File: src/rtl/cps_pkg.sv
package cps_pkg;
  typedef enum logic [2:0] {
    ST_DOWN   = 3'd0,
    ST_SETTLE = 3'd1,
    ST_OFF    = 3'd2,
    ST_RAMP   = 3'd3,
    ST_ON     = 3'd4,
    ST_LATCH  = 3'd5
  } seq_state_t;
endpackage

File: src/rtl/cps_sync.sv
module cps_sync #(
  parameter int W = 5
) (
  input  logic         clk,
  input  logic         rst,
  input  logic [W-1:0] d,
  output logic [W-1:0] q
);
  logic [W-1:0] meta;

  always_ff @(posedge clk) begin
    if (rst) begin
      meta <= '0;
      q    <= '0;
    end else begin
      meta <= d;
      q    <= meta;
    end
  end
endmodule

File: src/rtl/cps_blank.sv
// Persistence filter: the flag must stay high BLANK consecutive cycles.
module cps_blank #(
  parameter int BLANK = 16
) (
  input  logic clk,
  input  logic rst,
  input  logic flag,
  output logic held,
  output logic hit
);
  localparam int CW = $clog2(BLANK + 1);
  localparam logic [CW-1:0] FULL = CW'(BLANK);
  localparam logic [CW-1:0] PRE  = CW'(BLANK - 1);

  logic [CW-1:0] cnt;

  always_ff @(posedge clk) begin
    if (rst || !flag) begin
      cnt <= '0;
      hit <= 1'b0;
    end else begin
      if (cnt != FULL) cnt <= cnt + 1'b1;
      hit <= (cnt == PRE);
    end
  end

  assign held = (cnt == FULL);
endmodule

File: src/rtl/cps_evcount.sv
// Counts confirmed events; trip stays high once LIMIT is reached.
module cps_evcount #(
  parameter int LIMIT = 8
) (
  input  logic clk,
  input  logic rst,
  input  logic clr,
  input  logic hit,
  output logic trip
);
  localparam int CW = $clog2(LIMIT + 1);
  localparam logic [CW-1:0] TOP = CW'(LIMIT);

  logic [CW-1:0] cnt;

  always_ff @(posedge clk) begin
    if (rst || clr) cnt <= '0;
    else if (hit && cnt != TOP) cnt <= cnt + 1'b1;
  end

  assign trip = (cnt == TOP);
endmodule

File: src/rtl/chg_guard_seq.sv
module chg_guard_seq
  import cps_pkg::*;
#(
  parameter int SETTLE_CYC     = 1250000,
  parameter int RAMP_CYC       = 125000,
  parameter int OFF_CYC        = 12500,
  parameter int BOVP_BLANK_CYC = 22500,
  parameter int OCP_BLANK_CYC  = 21250,
  parameter int BOVP_LIMIT     = 16,
  parameter int OCP_LIMIT      = 8
) (
  input  logic clk,
  input  logic rst,
  input  logic por_ok_in,
  input  logic vin_hi_in,
  input  logic bat_hi_in,
  input  logic cur_hi_in,
  input  logic temp_hi_in,
  output logic sw_en,
  output logic ramp_req,
  output logic fault_n
);
  localparam int NFLAG = 5;
  localparam int MAX_A = (SETTLE_CYC > RAMP_CYC) ? SETTLE_CYC : RAMP_CYC;
  localparam int MAX_T = (MAX_A > OFF_CYC) ? MAX_A : OFF_CYC;
  localparam int TW    = $clog2(MAX_T + 1);
  localparam logic [TW-1:0] SETTLE_END = TW'(SETTLE_CYC - 1);
  localparam logic [TW-1:0] RAMP_END   = TW'(RAMP_CYC - 1);
  localparam logic [TW-1:0] OFF_END    = TW'(OFF_CYC - 1);
  localparam logic [TW-1:0] TSAT       = '1;

  logic [NFLAG-1:0] sync_q;
  logic por_s, vin_s, bat_s, cur_s, otp_s;

  cps_sync #(.W(NFLAG)) u_sync (
    .clk (clk),
    .rst (rst),
    .d   ({temp_hi_in, cur_hi_in, bat_hi_in, vin_hi_in, por_ok_in}),
    .q   (sync_q)
  );

  assign por_s = sync_q[0];
  assign vin_s = sync_q[1];
  assign bat_s = sync_q[2];
  assign cur_s = sync_q[3];
  assign otp_s = sync_q[4];

  logic bat_held, bat_hit, cur_held, cur_hit;
  logic bat_trip, cur_trip;

  cps_blank #(.BLANK(BOVP_BLANK_CYC)) u_bat_blank (
    .clk(clk), .rst(rst), .flag(bat_s), .held(bat_held), .hit(bat_hit)
  );

  cps_blank #(.BLANK(OCP_BLANK_CYC)) u_cur_blank (
    .clk(clk), .rst(rst), .flag(cur_s), .held(cur_held), .hit(cur_hit)
  );

  cps_evcount #(.LIMIT(BOVP_LIMIT)) u_bat_cnt (
    .clk(clk), .rst(rst), .clr(!por_s), .hit(bat_hit), .trip(bat_trip)
  );

  cps_evcount #(.LIMIT(OCP_LIMIT)) u_cur_cnt (
    .clk(clk), .rst(rst), .clr(!por_s), .hit(cur_hit), .trip(cur_trip)
  );

  logic fault_any, trip_any;
  assign fault_any = vin_s | otp_s | bat_held | cur_held;
  assign trip_any  = bat_trip | cur_trip;

  seq_state_t state, nxt;
  logic [TW-1:0] tmr;

  always_comb begin
    nxt = state;
    unique case (state)
      ST_DOWN:   nxt = ST_SETTLE;
      ST_SETTLE: if (tmr == SETTLE_END) nxt = fault_any ? ST_OFF : ST_RAMP;
      ST_OFF:    if (!fault_any && tmr == OFF_END) nxt = ST_RAMP;
      ST_RAMP: begin
        if (fault_any)            nxt = ST_OFF;
        else if (tmr == RAMP_END) nxt = ST_ON;
      end
      ST_ON:     if (fault_any) nxt = ST_OFF;
      ST_LATCH:  nxt = ST_LATCH;
      default:   nxt = ST_DOWN;
    endcase
    if (trip_any) nxt = ST_LATCH;
    if (!por_s)   nxt = ST_DOWN;
  end

  always_ff @(posedge clk) begin
    if (rst) state <= ST_DOWN;
    else     state <= nxt;
  end

  always_ff @(posedge clk) begin
    if (rst || nxt != state || (state == ST_OFF && fault_any)) tmr <= '0;
    else if (tmr != TSAT) tmr <= tmr + 1'b1;
  end

  always_ff @(posedge clk) begin
    if (rst) begin
      sw_en    <= 1'b0;
      ramp_req <= 1'b0;
      fault_n  <= 1'b1;
    end else begin
      sw_en    <= (nxt == ST_RAMP) || (nxt == ST_ON);
      ramp_req <= (nxt == ST_RAMP);
      fault_n  <= !((nxt == ST_LATCH) || (por_s && fault_any));
    end
  end
endmodule

File: config.mk
export PLATFORM = sky130hd
export DESIGN_NAME = chg_guard_seq
export DESIGN_NICKNAME = d
export VERILOG_FILES = /design/src/rtl/cps_pkg.sv /design/src/rtl/cps_sync.sv /design/src/rtl/cps_blank.sv /design/src/rtl/cps_evcount.sv /design/src/rtl/chg_guard_seq.sv
export SDC_FILE = /design/constraint.sdc
export NUM_CORES = 1
export LEC_CHECK = 0
export BUFFER_PORTS_ARGS = -buffer_cell sky130_fd_sc_hd__buf_2
export CORE_ASPECT_RATIO = 1.25
export CORE_MARGIN = 10
export CORE_UTILIZATION = 49
export DETAILED_ROUTE_END_ITERATION = 10
export HOLD_SLACK_MARGIN = 0.02
export PLACE_DENSITY_LB_ADDON = 0.12
export RECOVER_POWER = 100
export SETUP_SLACK_MARGIN = 0.5
export SYNTH_ARGS = -nofsm -noshare
export SYNTH_HDL_FRONTEND = slang
export SYNTH_SLANG_ARGS = --single-unit
File: constraint.sdc
create_clock -name clk -period 2.06 [get_ports clk]
set_clock_uncertainty 0.05 [all_clocks]
set_input_delay 0 -clock clk [delete_from_list [all_inputs] [get_ports clk]]
set_output_delay 0 -clock clk [all_outputs]
set_load 0.03 [all_outputs]
Word level (Yosys, flattened, before mapping). Cells that the tools add are included.

Register bits after elaboration: 78. Bits of input ports: 7. Output and inout bits: 3.

Add/sub/neg operators: 5. Equal/unequal tests: 23. Muxes and demuxes: 9. Bitwise logic cells: 4. Reduce and logical (&&, ||, !) cells: 18.

Operators by type and width (number): 15-bit equality test, second input constant (4); 15-bit by 1-bit adder with 15-bit output, second input constant (2); 15-bit inequality test, second input constant (2); 21-bit by 1-bit adder with 21-bit output, second input constant (1); 21-bit by 14-bit equality test with 1-bit output, second input constant (1); 21-bit by 17-bit equality test with 1-bit output, second input constant (1); 21-bit equality test, second input constant (1); 3-bit 2-to-1 mux (7); 21-bit inequality test, second input constant (1); 3-bit case mux with 6 select lines (1); 3-bit equality test, second input constant (4); 3-bit by 2-bit equality test with 1-bit output, second input constant (3); 1-bit logical OR (7); 5-bit by 1-bit adder with 5-bit output, second input constant (1); 5-bit equality test, second input constant (1); 1-bit logical AND (5); 1-bit logical NOT (5); 5-bit inequality test, second input constant (1); 4-bit by 1-bit adder with 4-bit output, second input constant (1); 4-bit equality test, second input constant (1); 4-bit inequality test, second input constant (1); 1-bit bitwise OR (4); 3-bit by 1-bit equality test with 1-bit output, second input constant (1); 3-bit logical NOT (1); other kinds (2) (2).

Logic depth before layout (Yosys ltp). Gate-level depths: netlist (run 1).

Word-level depth: 12. Depth in mapped cells: 10. Gate-level depth less buffers: 8.

Hierarchy. Synthesis (run 1) repeated with hierarchy kept, for this count alone.

Cell total of the unflattened synthesis: 462. Area, all modules: 4056.4 um2.

By module, submodules not included: chg_guard_seq (times used 1, cells each 198, area an instance 1621.6 um2, seq. area each 540.5 um2); cps_blank at u_cur_blank (times used 1, cells each 96, area an instance 852.1 um2, seq. area each 320.3 um2); cps_blank at u_bat_blank (times used 1, cells each 94, area an instance 814.5 um2, seq. area each 320.3 um2); cps_evcount at u_bat_cnt (times used 1, cells each 29, area an instance 281.5 um2, seq. area each 100.1 um2); cps_sync (times used 1, cells each 20, area an instance 262.8 um2, seq. area each 200.2 um2); cps_evcount at u_cur_cnt (times used 1, cells each 25, area an instance 224.0 um2, seq. area each 80.1 um2).

Worst setup path before layout (run 1). No wires, ideal clock.

Kind: register to register. Start: register u_cur_blank.cnt[0]. End: register tmr[0]. Library setup time: 117 ps. Data arrival time: 1882 ps. Data required time: 1893 ps. Setup slack: 11 ps. Stages on the path, launching flop included: 11. Clock period less this slack: 2049 ps. Path through: dfxtp_1 > inv_1 > ha_1 > nor4b_2 > nand4_2 > and3_1 > buf_6 > a2bb2oi_2 > mux2i_2 > buf_6 > nor3_1.

Longest elaborated chain between the ends: 11. Elaborated cells on any way between the ends: 16.

Ends and longest elaborated chain: from (decl) (RTL line cps_blank.sv:15) `logic [CW-1:0] cnt;`; from (signal assigned) (RTL line cps_blank.sv:22) `if (cnt != FULL) cnt <= cnt + 1'b1;`; 15-bit equality test (*) (RTL line cps_blank.sv:27) `assign held = (cnt == FULL);`; 1-bit bitwise OR (*) (RTL line chg_guard_seq.sv:68) `assign fault_any = vin_s | otp_s | bat_held | cur_held;`; 1-bit logical NOT (RTL line chg_guard_seq.sv:79) `ST_OFF: if (!fault_any && tmr == OFF_END) nxt = ST_RAMP;`; 1-bit logical AND (RTL line chg_guard_seq.sv:79); 3-bit 2-to-1 mux (RTL line chg_guard_seq.sv:79); 3-bit case mux with 6 select lines (RTL line chg_guard_seq.sv:76) `unique case (state)`; 3-bit 2-to-1 mux (RTL line chg_guard_seq.sv:88) `if (trip_any) nxt = ST_LATCH;`; 3-bit 2-to-1 mux (RTL line chg_guard_seq.sv:89) `if (!por_s) nxt = ST_DOWN;`; 3-bit inequality test (RTL line chg_guard_seq.sv:98) `if (rst || nxt != state || (state == ST_OFF && fault_any)) tmr <= '0;`; 1-bit logical OR (RTL line chg_guard_seq.sv:98); 1-bit logical OR (*) (RTL line chg_guard_seq.sv:98); to (signal assigned) (RTL line chg_guard_seq.sv:99) `else if (tmr != TSAT) tmr <= tmr + 1'b1;`; to (decl) (RTL line chg_guard_seq.sv:72) `logic [TW-1:0] tmr;`.

Mark *: on every way between the ends. The rest lies on a longest branch, timed or not. A chain may end at the register's enable or synchronous reset.

Worst setup path in the final report (run 1).
Start: register u_bat_blank.cnt[3]. End: register tmr[18].

Longest elaborated chain between the ends: 12. Elaborated cells on any way between the ends: 17.

Ends and longest elaborated chain (RTL line): from (decl) (cps_blank.sv:15); from (signal assigned) (cps_blank.sv:22); 15-bit equality test (*) (cps_blank.sv:27); 1-bit bitwise OR (*) (2 in series) (chg_guard_seq.sv:68); 1-bit logical NOT (chg_guard_seq.sv:79); 1-bit logical AND (chg_guard_seq.sv:79); 3-bit 2-to-1 mux (chg_guard_seq.sv:79); 3-bit case mux with 6 select lines (chg_guard_seq.sv:76); 3-bit 2-to-1 mux (chg_guard_seq.sv:88); 3-bit 2-to-1 mux (chg_guard_seq.sv:89); 3-bit inequality test (chg_guard_seq.sv:98); 1-bit logical OR (chg_guard_seq.sv:98); 1-bit logical OR (*) (chg_guard_seq.sv:98).

Marks and branches as above.

==> flow_metrics.env, run 1 <==
export IMPL_status="completed"
export IMPL_seqPwrFrac_pct=54.9
export IMPL_min_period_ps=2050
export IMPL_grt_pass1_wl_mm=14.5
export IMPL_tritoncts="yes"
export IMPL_layout_worst_path_cycle_share_pct=99.3
export IMPL_holdPathStages=1
export IMPL_cp_slowest_cell="dfxtp_2"
export IMPL_syn_inst=432
export IMPL_mappedNetlistNets=450
export IMPL_arrival_ps=2260
export IMPL_wl_per_cell_um=14.9
export IMPL_rsz0062_at_grt="true"
export IMPL_start_util_pct=51.0
export IMPL_worstPathRequired_ps=2270
export IMPL_wirelength_mm=8.99
export IMPL_setup_violations=0
export IMPL_n_antenna_cell=0
export IMPL_vias=3275
export IMPL_grt_max_degree=22
export IMPL_ys_seq_area_share_pct=40.9
export IMPL_drive_gt1_share_pct=33.6
export IMPL_coreArea_um2=7490
export IMPL_total_power_mw=2.79
export IMPL_top_layer_used="met4"
export IMPL_max_freq_mhz=489
export IMPL_dr_wl_met3_um=193
export IMPL_p_comb_share_pct=4.5
export IMPL_die_y_um=119
export IMPL_final_nets=525
export IMPL_slew_violations=0
export IMPL_yosys_area_top_type="dfxtp_1"
export IMPL_place_port_buffers=9
export IMPL_clock_latency_ps=340
export IMPL_slew_headroom_pct=58.0
export IMPL_synth_avg_cell_area_um2=8.85
export IMPL_netlist_area_um2=3820
export IMPL_cts_buffers=9
export IMPL_grt_pass1_vias=3231
export IMPL_ys_ff_latch=78
export IMPL_grt_antenna_before_repair=0
export IMPL_irDropWorstVdd_uv=601
export IMPL_fin_cells=604
export IMPL_wl_met1_mm=3.86
export IMPL_nFillCells=592
export IMPL_die_w_um=99.0
export IMPL_wl_met2_mm=4.79
export IMPL_crit_chain="nor4b_4, nand4_4, and3_1, a2bb2oi_2, mux2i_2, buf_12, nor4b_4"
export IMPL_dp_hpwl_mm=5.82
export IMPL_slowest_delay_ps=340
export IMPL_postRouteAntennaNets=0
export IMPL_leakagePower_nw=1.84
export IMPL_ys_warn_count=0
export IMPL_path_max_fanout=21
export IMPL_worst_pin_slew_ps=630
export IMPL_fp_dieArea_um2=11800
export IMPL_areaGrowthSynthToFinish_pct=34.1
export IMPL_grt_usage_pct=14.5
export IMPL_p_clk_share_pct=40.7
export IMPL_htreeDepth=3
export IMPL_yosysUniqueCellTypes=58
export IMPL_crit_type="flip-flop to flip-flop"
export IMPL_grt_overflow_total=0
export IMPL_cpMostUsedCell="nor4b_4"
export IMPL_ys_top_cells_by_area="dfxtp_1, xor2_1, nor2_1, xnor2_1, nor3_1"
export IMPL_p_int_mw=2.15
export IMPL_cap_violations=0
export IMPL_cp_end_kind="flip-flop"
export IMPL_multi_input_area_um2=2510
export IMPL_min_path_type="flip-flop to flip-flop"
export IMPL_synth_common_cells="dfxtp_1, nor2_1, nand2_1, nor3_1, xor2_1"
export IMPL_power_switching_mw=0.641
export IMPL_rows=35
export IMPL_drc=0
export IMPL_ios=10
export IMPL_tns_ps=0
export IMPL_drt_pass1_iterations=5
export IMPL_power_density_nw_per_um2=544
export IMPL_clk_path_buf_depth=2
export IMPL_post_drt_via_cell_ratio=5.42
export IMPL_seqCellArea_um2=1600
export IMPL_dr_first_iter_drc_count=126
export IMPL_synth_most_common_cell="dfxtp_1"
export IMPL_gp_congestion=0.865
export IMPL_synth_edf_count=0
export IMPL_async_reset_ff_share_pct=0
export IMPL_clock_sinks=78
export IMPL_cp_depth=7
export IMPL_clk_pin_slew_worst_paths_ps=90
export IMPL_startpoint_type="flip-flop"
export IMPL_cts_root_buf="clkbuf_8"
export IMPL_crit_buf_inv=1
export IMPL_ys_flop_type="dfxtp_1"
export IMPL_hold_viol=0
export IMPL_synth_top_area_share_pct=40.9
export IMPL_critical_path_top_delay_family="simple AND/OR/NAND/NOR gates"
export IMPL_r2r_cells=7
export IMPL_dp_cells=561
export IMPL_swShare_pct=23.0
## metal layers
metal | up-vias | track usage (%)
met3 | 16 | 3.03
met5 | - | 0
met1 | 1559 | 16.2
li1 | 1658 | -
met4 | 0 | 5.12
met2 | 42 | 26.1
## placed cells by master, fill, tap and decap left out, types with 6 or more instances in the layout
cell	n
a21oi_1	10
and3_1	7
buf_4	49
buf_6	7
clkbuf_1	8
clkbuf_8	9
dfxtp_1	55
dfxtp_2	21
dlygate4sd3_1	11
inv_1	12
nand2_1	25
nand3_1	18
nand4_1	14
nor2_1	44
nor2b_1	12
nor3_1	26
o21ai_0	8
or3_1	6
xnor2_1	14
xor2_1	25
## metrics by stage
step	util (%)	hold WS [ps]	cell area, um2	setup WS, ps
3_3_place_gp	57.8	162	4330	-18.7
2_1_floorplan	-	78.2	3910	89.7
4_1_cts	64.3	385	4810	50.9
6_report	68.4	393	5120	13.8
3_5_place_dp	57.8	162	4330	-83.6
5_1_grt	68.4	409	5120	-71.2
## sequential cells by signal (all words and copies together), names as in the netlist
| register | cells |
|---|---|
| tmr | 21 |
| u_bat_blank.cnt | 15 |
| u_cur_blank.cnt | 15 |
| u_bat_cnt.cnt | 5 |
| u_sync.meta | 5 |
| u_sync.q | 5 |
| u_cur_cnt.cnt | 4 |
| state | 3 |
| fault_n | 1 |
| ramp_req | 1 |
| sw_en | 1 |
| u_bat_blank.hit | 1 |
| u_cur_blank.hit | 1 |
## power by group through the flow
stage / Clock [mW] / Sequential (mW) / Combinational [mW]
CTS: 1.16 / 1.53 / 0.115
global placement: 0 / 1.57 / 0.0974
global route: 1.22 / 1.53 / 0.136
finish: 1.13 / 1.53 / 0.124
detailed placement: 0 / 1.57 / 0.0974
floorplan: 0 / 1.57 / 0.0718
## cell type report
type	instances	share of cell area, %
inverter	17	1.25
multi-input combinational	320	49.0
timing repair buffer	81	12.7
clock inverter	5	1.15
sequential	78	31.1
clock buffer	11	2.56
tap	92	2.25
## final timing paths
path,startpoint,to,slack [ps]
max,u_bat_blank.cnt[3]$_SDFFE_PP0P_,tmr[18]$_SDFFE_PP0P_,10
min,u_sync.meta[1]$_SDFF_PP0_,u_sync.q[1]$_SDFF_PP0_,390
max reg2reg,u_bat_blank.cnt[3]$_SDFFE_PP0P_,tmr[18]$_SDFFE_PP0P_,10
min reg2reg,u_sync.meta[1]$_SDFF_PP0_,u_sync.q[1]$_SDFF_PP0_,390
## cells by family after synthesis
kind of cell | Yosys count | share of synthesized area [%]
flip-flops | 78 | 40.9
adder cells (fa/ha/maj) | 11 | 3.60
AO/OA/AOI/OAI | 38 | 6.42
multiplexers | 4 | 1.15
AND/OR/NAND/NOR | 222 | 33.4
buffers and inverters | 34 | 4.22
XOR/XNOR | 45 | 10.3
## timing repair
action | CTS | global route
pin swaps | 15 | 31
hold buffers | 11 | 0
endpoints found under the setup margin | 38 | 46
hold endpoints to repair | 10 | 0
gates cloned | 0 | 0
setup buffers | 9 | 7
gates resized for setup | 30 | 69
Note: power is estimated with default switching activity, not from simulation.
==> inputs of run 2 (changes only) <==
--- a/config.mk
+++ b/config.mk
@@ -11,9 +11,11 @@
 export CORE_UTILIZATION = 49
 export DETAILED_ROUTE_END_ITERATION = 10
 export HOLD_SLACK_MARGIN = 0.02
-export PLACE_DENSITY_LB_ADDON = 0.12
+export PLACE_DENSITY_LB_ADDON = 0.25
 export RECOVER_POWER = 100
 export SETUP_SLACK_MARGIN = 0.5
+export SKIP_CTS_REPAIR_TIMING = 1
 export SYNTH_ARGS = -nofsm -noshare
 export SYNTH_HDL_FRONTEND = slang
+export SYNTH_HIERARCHICAL = 1
 export SYNTH_SLANG_ARGS = --single-unit
==> run 2 against run 1 <==
  * Design area up 8.3%
  * Utilization is 0.35 points lower
  * Combinational power grew 11%
  * The run now ends with negative setup slack left
  * Global-route usage grew 1.0 points
  * Via count rose by 19%
  * Synthesized area is 6.2% higher
==> flow_metrics.env, run 2 <==
export IMPL_startpoint_type="flip-flop"
export IMPL_ys_flop_type="dfxtp_1"
export IMPL_die_w_um=101
export IMPL_violations="negative setup slack"
export IMPL_ios=10
export IMPL_synth_top_area_share_pct=38.5
export IMPL_final_common_cell="buf_4"
export IMPL_cts_buffers=9
export IMPL_synth_edf_count=0
export IMPL_cap_violations=0
export IMPL_clk_pin_slew_worst_paths_ps=80
export IMPL_drive_gt1_share_pct=32.2
export IMPL_syn_inst=462
export IMPL_dp_cells=639
export IMPL_cts_root_buf="clkbuf_8"
export IMPL_postRouteAntennaNets=0
export IMPL_final_nets=596
export IMPL_worst_pin_slew_ps=477
export IMPL_start_util_pct=49.8
export IMPL_whs_ps=197
export IMPL_power_density_nw_per_um2=547
export IMPL_grt_overflow_total=0
export IMPL_ys_warn_count=6
export IMPL_leakagePower_nw=1.97
export IMPL_path_max_fanout=6
export IMPL_arrival_ps=2690
export IMPL_dr_first_iter_drc_count=287
export IMPL_slew_headroom_pct=68.0
export IMPL_rsz0062_at_grt="true"
export IMPL_synth_most_common_cell="dfxtp_1"
export IMPL_cp_end_kind="flip-flop"
export IMPL_drt_pass1_iterations=4
export IMPL_reg2reg_slack_ps=-420
export IMPL_worstPathRequired_ps=2270
export IMPL_place_port_buffers=9
export IMPL_setup_slack_ps=-423
export IMPL_setup_violations=27
export IMPL_ys_top_cells_by_area="dfxtp_1, nand2_1, nor2_1, mux2i_1, ha_1"
export IMPL_layout_worst_path_cycle_share_pct=121
export IMPL_grt_max_degree=22
export IMPL_n_antenna_cell=0
export IMPL_top_regs="tmr (21), u_bat_blank/cnt (15), u_cur_blank/cnt (15)"
export IMPL_async_reset_ff_share_pct=0
export IMPL_total_power_mw=3.03
export IMPL_grt_pass1_wl_mm=15.9
export IMPL_status="finished, violations left"
export IMPL_synth_common_cells="dfxtp_1, nand2_1, nor2_1"
export IMPL_ys_seq_area_share_pct=38.5
export IMPL_wirelength_mm=10.7
export IMPL_fin_util_pct=68.1
export IMPL_holdPathEnd="u_sync/q[1]$_SDFF_PP0_"
export IMPL_netlist_area_um2=4060
export IMPL_htreeDepth=3
export IMPL_tritoncts="yes"
export IMPL_min_path_type="input pin to flip-flop"
export IMPL_worstReg2RegStart="u_bat_blank/cnt[0]$_SDFFE_PP0P_"
export IMPL_top_register="tmr"
export IMPL_max_freq_mhz=403
export IMPL_drc=0
export IMPL_crit_type="flip-flop to flip-flop"
export IMPL_die_y_um=122
export IMPL_rows=37
export IMPL_mappedNetlistNets=480
export IMPL_fp_dieArea_um2=12300
export IMPL_irDropWorstVdd_uv=350
export IMPL_yosysUniqueCellTypes=65
export IMPL_largest_register_ff_count=21
export IMPL_dp_hpwl_mm=7.05
export IMPL_holdPathStages=3
export IMPL_grt_usage_pct=15.5
export IMPL_vias=3881
export IMPL_areaGrowthSynthToFinish_pct=36.8
export IMPL_wl_per_cell_um=15.7
export IMPL_reg2reg_to="tmr[11]$_SDFFE_PP0P_"
export IMPL_ys_ff_latch=78
export IMPL_min_period_ps=2480
export IMPL_gp_congestion=0.876
export IMPL_fin_cells=680
export IMPL_tns_ps=-9350
export IMPL_grt_antenna_before_repair=0
export IMPL_synth_avg_cell_area_um2=8.78
export IMPL_post_drt_via_cell_ratio=5.71
export IMPL_yosys_area_top_type="dfxtp_1"
export IMPL_coreArea_um2=8150
export IMPL_r2r_cells=11
export IMPL_clock_latency_ps=370
export IMPL_grt_pass1_vias=3587
export IMPL_slew_violations=0
export IMPL_min_from="rst"
export IMPL_clk_path_buf_depth=2
export IMPL_final_cell_mix="buf_4, dfxtp_1, nand2_1"
export IMPL_clock_sinks=78
export IMPL_hold_viol=0
## run 2: per-layer routing
metal  track usage (%)  part of all wire (%)
met4              7.50                   2.4
met3              2.10                   3.1
met1              17.3                    42
met2              27.9                    52
met5                 0                     0
## run 2: layout make-up
cell class / instances / area, um2
multi-input combinational: 351 / 2600
tap: 97 / 121
timing repair buffer: 117 / 941
clock inverter: 3 / 65.1
fill: 613 / 2600
clock buffer: 13 / 169
sequential: 78 / 1570
inverter: 21 / 78.8
## run 2: worst max path at each step
stage,start,end,slack [ps],cells past startpoint
after floorplan,u_cur_blank/cnt[0]$_SDFFE_PP0P_,tmr[10]$_SDFFE_PP0P_,-280,11
after global placement,u_cur_blank/cnt[0]$_SDFFE_PP0P_,tmr[10]$_SDFFE_PP0P_,-300,11
after detailed placement,u_bat_blank/cnt[0]$_SDFFE_PP0P_,tmr[5]$_SDFFE_PP0P_,-370,11
after CTS,u_cur_blank/cnt[0]$_SDFFE_PP0P_,tmr[5]$_SDFFE_PP0P_,-380,11
after global routing,u_bat_blank/cnt[0]$_SDFFE_PP0P_,tmr[20]$_SDFFE_PP0P_,-510,11
final,u_bat_blank/cnt[0]$_SDFFE_PP0P_,tmr[11]$_SDFFE_PP0P_,-420,11
## run 2: cell families (layout without fill, tap and decap cells)
| logic type | after synthesis | in the layout | synth area share, % |
|---|---|---|---|
| and+or+nand+nor | 237 | 238 | 34.5 |
| DFF | 78 | 78 | 38.5 |
| AOI/OAI and AO/OA | 67 | 67 | 11.7 |
| buffers and inverters | 34 | 154 | 3.86 |
| xor gates and xnor gates | 20 | 20 | 4.32 |
| muxes | 15 | 15 | 3.82 |
| adders and majority gates | 11 | 11 | 3.39 |
## run 2: worst max-delay path: stages (launching register included)
cell	delay (ps)
dfxtp_2	340
inv_2	50
ha_4	150
nand3b_1	130
nor4_4	60
nor4_4	370
nand2_1	150
o311a_1	350
o311a_1	330
o211ai_4	140
clkbuf_16	220
nor2_1	40
## run 2: metrics by stage
stage               area, um2  setup slack [ps]
floorplan                4090              -284
global placement         4820              -296
detailed placement       4820              -365
CTS                      5060              -381
global route             5550              -513
finish                   5550              -423
## run 2: power breakdown
group          internal [mW]  switching [mW]  leakage [nW]
clock network          0.781           0.580         0.120
logic                 0.0697          0.0679          1.22
registers               1.52          0.0113         0.635
==> inputs of run 3 (changes only) <==
--- a/config.mk
+++ b/config.mk
@@ -17,5 +17,4 @@
 export SKIP_CTS_REPAIR_TIMING = 1
 export SYNTH_ARGS = -nofsm -noshare
 export SYNTH_HDL_FRONTEND = slang
-export SYNTH_HIERARCHICAL = 1
 export SYNTH_SLANG_ARGS = --single-unit
==> run 3 against run 2 <==
  * The run now ends clean
  * Count of clock-buffer cells in the layout is 3 lower
  * First-iteration DRC count decreased by 48%
  * Register-to-register slack better by 440 ps
  * Sequential cell count stayed put
  * Hold slack better by 200 ps
  * Critical path type unchanged
  * Largest power group unchanged
==> flow_metrics.env, run 3 (synthesis results as in run 1) <==
export IMPL_tritoncts="yes"
export IMPL_r2r_cells=7
export IMPL_design_area_um2=4900
export IMPL_leakagePower_nw=1.80
export IMPL_wirelength_mm=8.66
export IMPL_worstReg2RegStart="tmr[8]$_SDFFE_PP0P_"
export IMPL_slew_headroom_pct=55.2
export IMPL_gp_congestion=0.855
export IMPL_clock_sinks=78
export IMPL_setup_slack_ps=12.1
export IMPL_die_w_um=99.0
export IMPL_final_common_cell="dfxtp_1"
export IMPL_rows=35
export IMPL_worstPathRequired_ps=2250
export IMPL_start_util_pct=51.0
export IMPL_cts_buffers=9
export IMPL_slew_violations=0
export IMPL_placed_cell_area_um2=4340
export IMPL_top_regs="tmr (21), u_bat_blank.cnt (15), u_cur_blank.cnt (15)"
export IMPL_n_antenna_cell=0
export IMPL_min_path_type="flip-flop to flip-flop"
export IMPL_irDropWorstVdd_uv=519
export IMPL_hold_viol=0
export IMPL_max_freq_mhz=488
export IMPL_grt_pass1_vias=3198
export IMPL_ios=10
export IMPL_drt_pass1_iterations=4
export IMPL_top_register="tmr"
export IMPL_startpoint_type="flip-flop"
export IMPL_drive_gt1_share_pct=26.2
export IMPL_path_max_fanout=21
export IMPL_clk_pin_slew_worst_paths_ps=80
export IMPL_die_y_um=119
export IMPL_reg2reg_slack_ps=10
export IMPL_place_worst_setup_slack_ps=-35.3
export IMPL_dp_hpwl_mm=5.64
export IMPL_arrival_ps=2240
export IMPL_crit_type="flip-flop to flip-flop"
export IMPL_grt_overflow_total=0
export IMPL_grt_max_degree=22
export IMPL_holdPathStages=1
export IMPL_grt_antenna_before_repair=0
export IMPL_post_drt_via_cell_ratio=5.45
export IMPL_cap_violations=0
export IMPL_dr_first_iter_drc_count=148
export IMPL_wl_per_cell_um=14.5
export IMPL_htreeDepth=3
export IMPL_cp_end_kind="flip-flop"
export IMPL_drc=0
export IMPL_layout_worst_path_cycle_share_pct=99.4
export IMPL_power_density_nw_per_um2=573
export IMPL_endpoint="tmr[19]$_SDFFE_PP0P_"
export IMPL_final_cell_mix="dfxtp_1, buf_4, nor2_1"
export IMPL_status="completed"
export IMPL_grt_usage_pct=13.9
export IMPL_total_power_mw=2.81
export IMPL_critPathLaunch="tmr[8]$_SDFFE_PP0P_"
export IMPL_clock_latency_ps=350
export IMPL_grt_pass1_wl_mm=14.1
export IMPL_worst_pin_slew_ps=672
export IMPL_coreArea_um2=7490
export IMPL_fp_dieArea_um2=11800
export IMPL_min_period_ps=2050
export IMPL_setup_violations=0
export IMPL_final_nets=520
export IMPL_vias=3267
export IMPL_cts_root_buf="clkbuf_8"
export IMPL_postRouteAntennaNets=0
export IMPL_rsz0062_at_grt="true"
export IMPL_whs_ps=394
export IMPL_clk_path_buf_depth=2
export IMPL_largest_register_ff_count=21
export IMPL_reg2reg_to="tmr[19]$_SDFFE_PP0P_"
export IMPL_place_port_buffers=9
export IMPL_areaGrowthSynthToFinish_pct=28.3
export IMPL_fin_util_pct=65.4
==> run 3: cell types whose count changed in the layout (fill, tap and decap cells not counted), sizes merged, moves of 15 or more <==
cell,before,now
nor3,13,29
buf,100,56
xor2,11,26
nand2,46,28
==> run 3: worst min path at each step <==
| stage | start | to | slack (ps) |
|---|---|---|---|
| 2_1_floorplan | por_ok_in | u_sync.meta[0]$_SDFF_PP0_ | 80 |
| 3_3_place_gp | temp_hi_in | u_sync.meta[4]$_SDFF_PP0_ | 160 |
| 3_5_place_dp | bat_hi_in | u_sync.meta[2]$_SDFF_PP0_ | 160 |
| 4_1_cts | bat_hi_in | u_sync.meta[2]$_SDFF_PP0_ | -210 |
| 5_1_grt | u_sync.meta[3]$_SDFF_PP0_ | u_sync.q[3]$_SDFF_PP0_ | 410 |
| 6_report | u_sync.meta[1]$_SDFF_PP0_ | u_sync.q[1]$_SDFF_PP0_ | 390 |
==> run 3: cell type report <==
class	instances	area, um2
fill	598	2590
clock buffer	10	138
clock inverter	6	61.3
tap	92	115
sequential	78	1580
inverter	17	63.8
multi-input combinational	320	2360
timing repair buffer	76	583
==> run 3: report_power, final <==
group          switching (mW)  leakage, nW  internal [mW]
combinational          0.0593         1.06         0.0613
sequential            0.00971        0.637           1.52
clock                   0.568        0.102          0.588
==> run 3: layer usage <==
| metal | global-route usage (%) | vias up | wire (um) |
|---|---|---|---|
| met5 | 0 | - | 0 |
| met4 | 5.92 | 0 | 91 |
| met3 | 3.32 | 6 | 259 |
| met2 | 23.2 | 45 | 4440 |
| met1 | 16.3 | 1566 | 3870 |
| li1 | - | 1650 | - |
==> run 3: per-stage QoR <==
stage | instances | setup TNS [ps]
final | 599 | 0
after global routing | 599 | -1010
after CTS | 578 | -125
after detailed placement | 562 | -35.3
after global placement | 562 | 0
after floorplan | 432 | 0
==> run 3: critical path: stages, from the launching register on <==
cell and delay, ps:
dfxtp_2 340, nor4_2 350, and4bb_2 310, a41oi_2 130, a2bb2oi_2 200, mux2i_2 280
buf_12 190, nor3_1 70
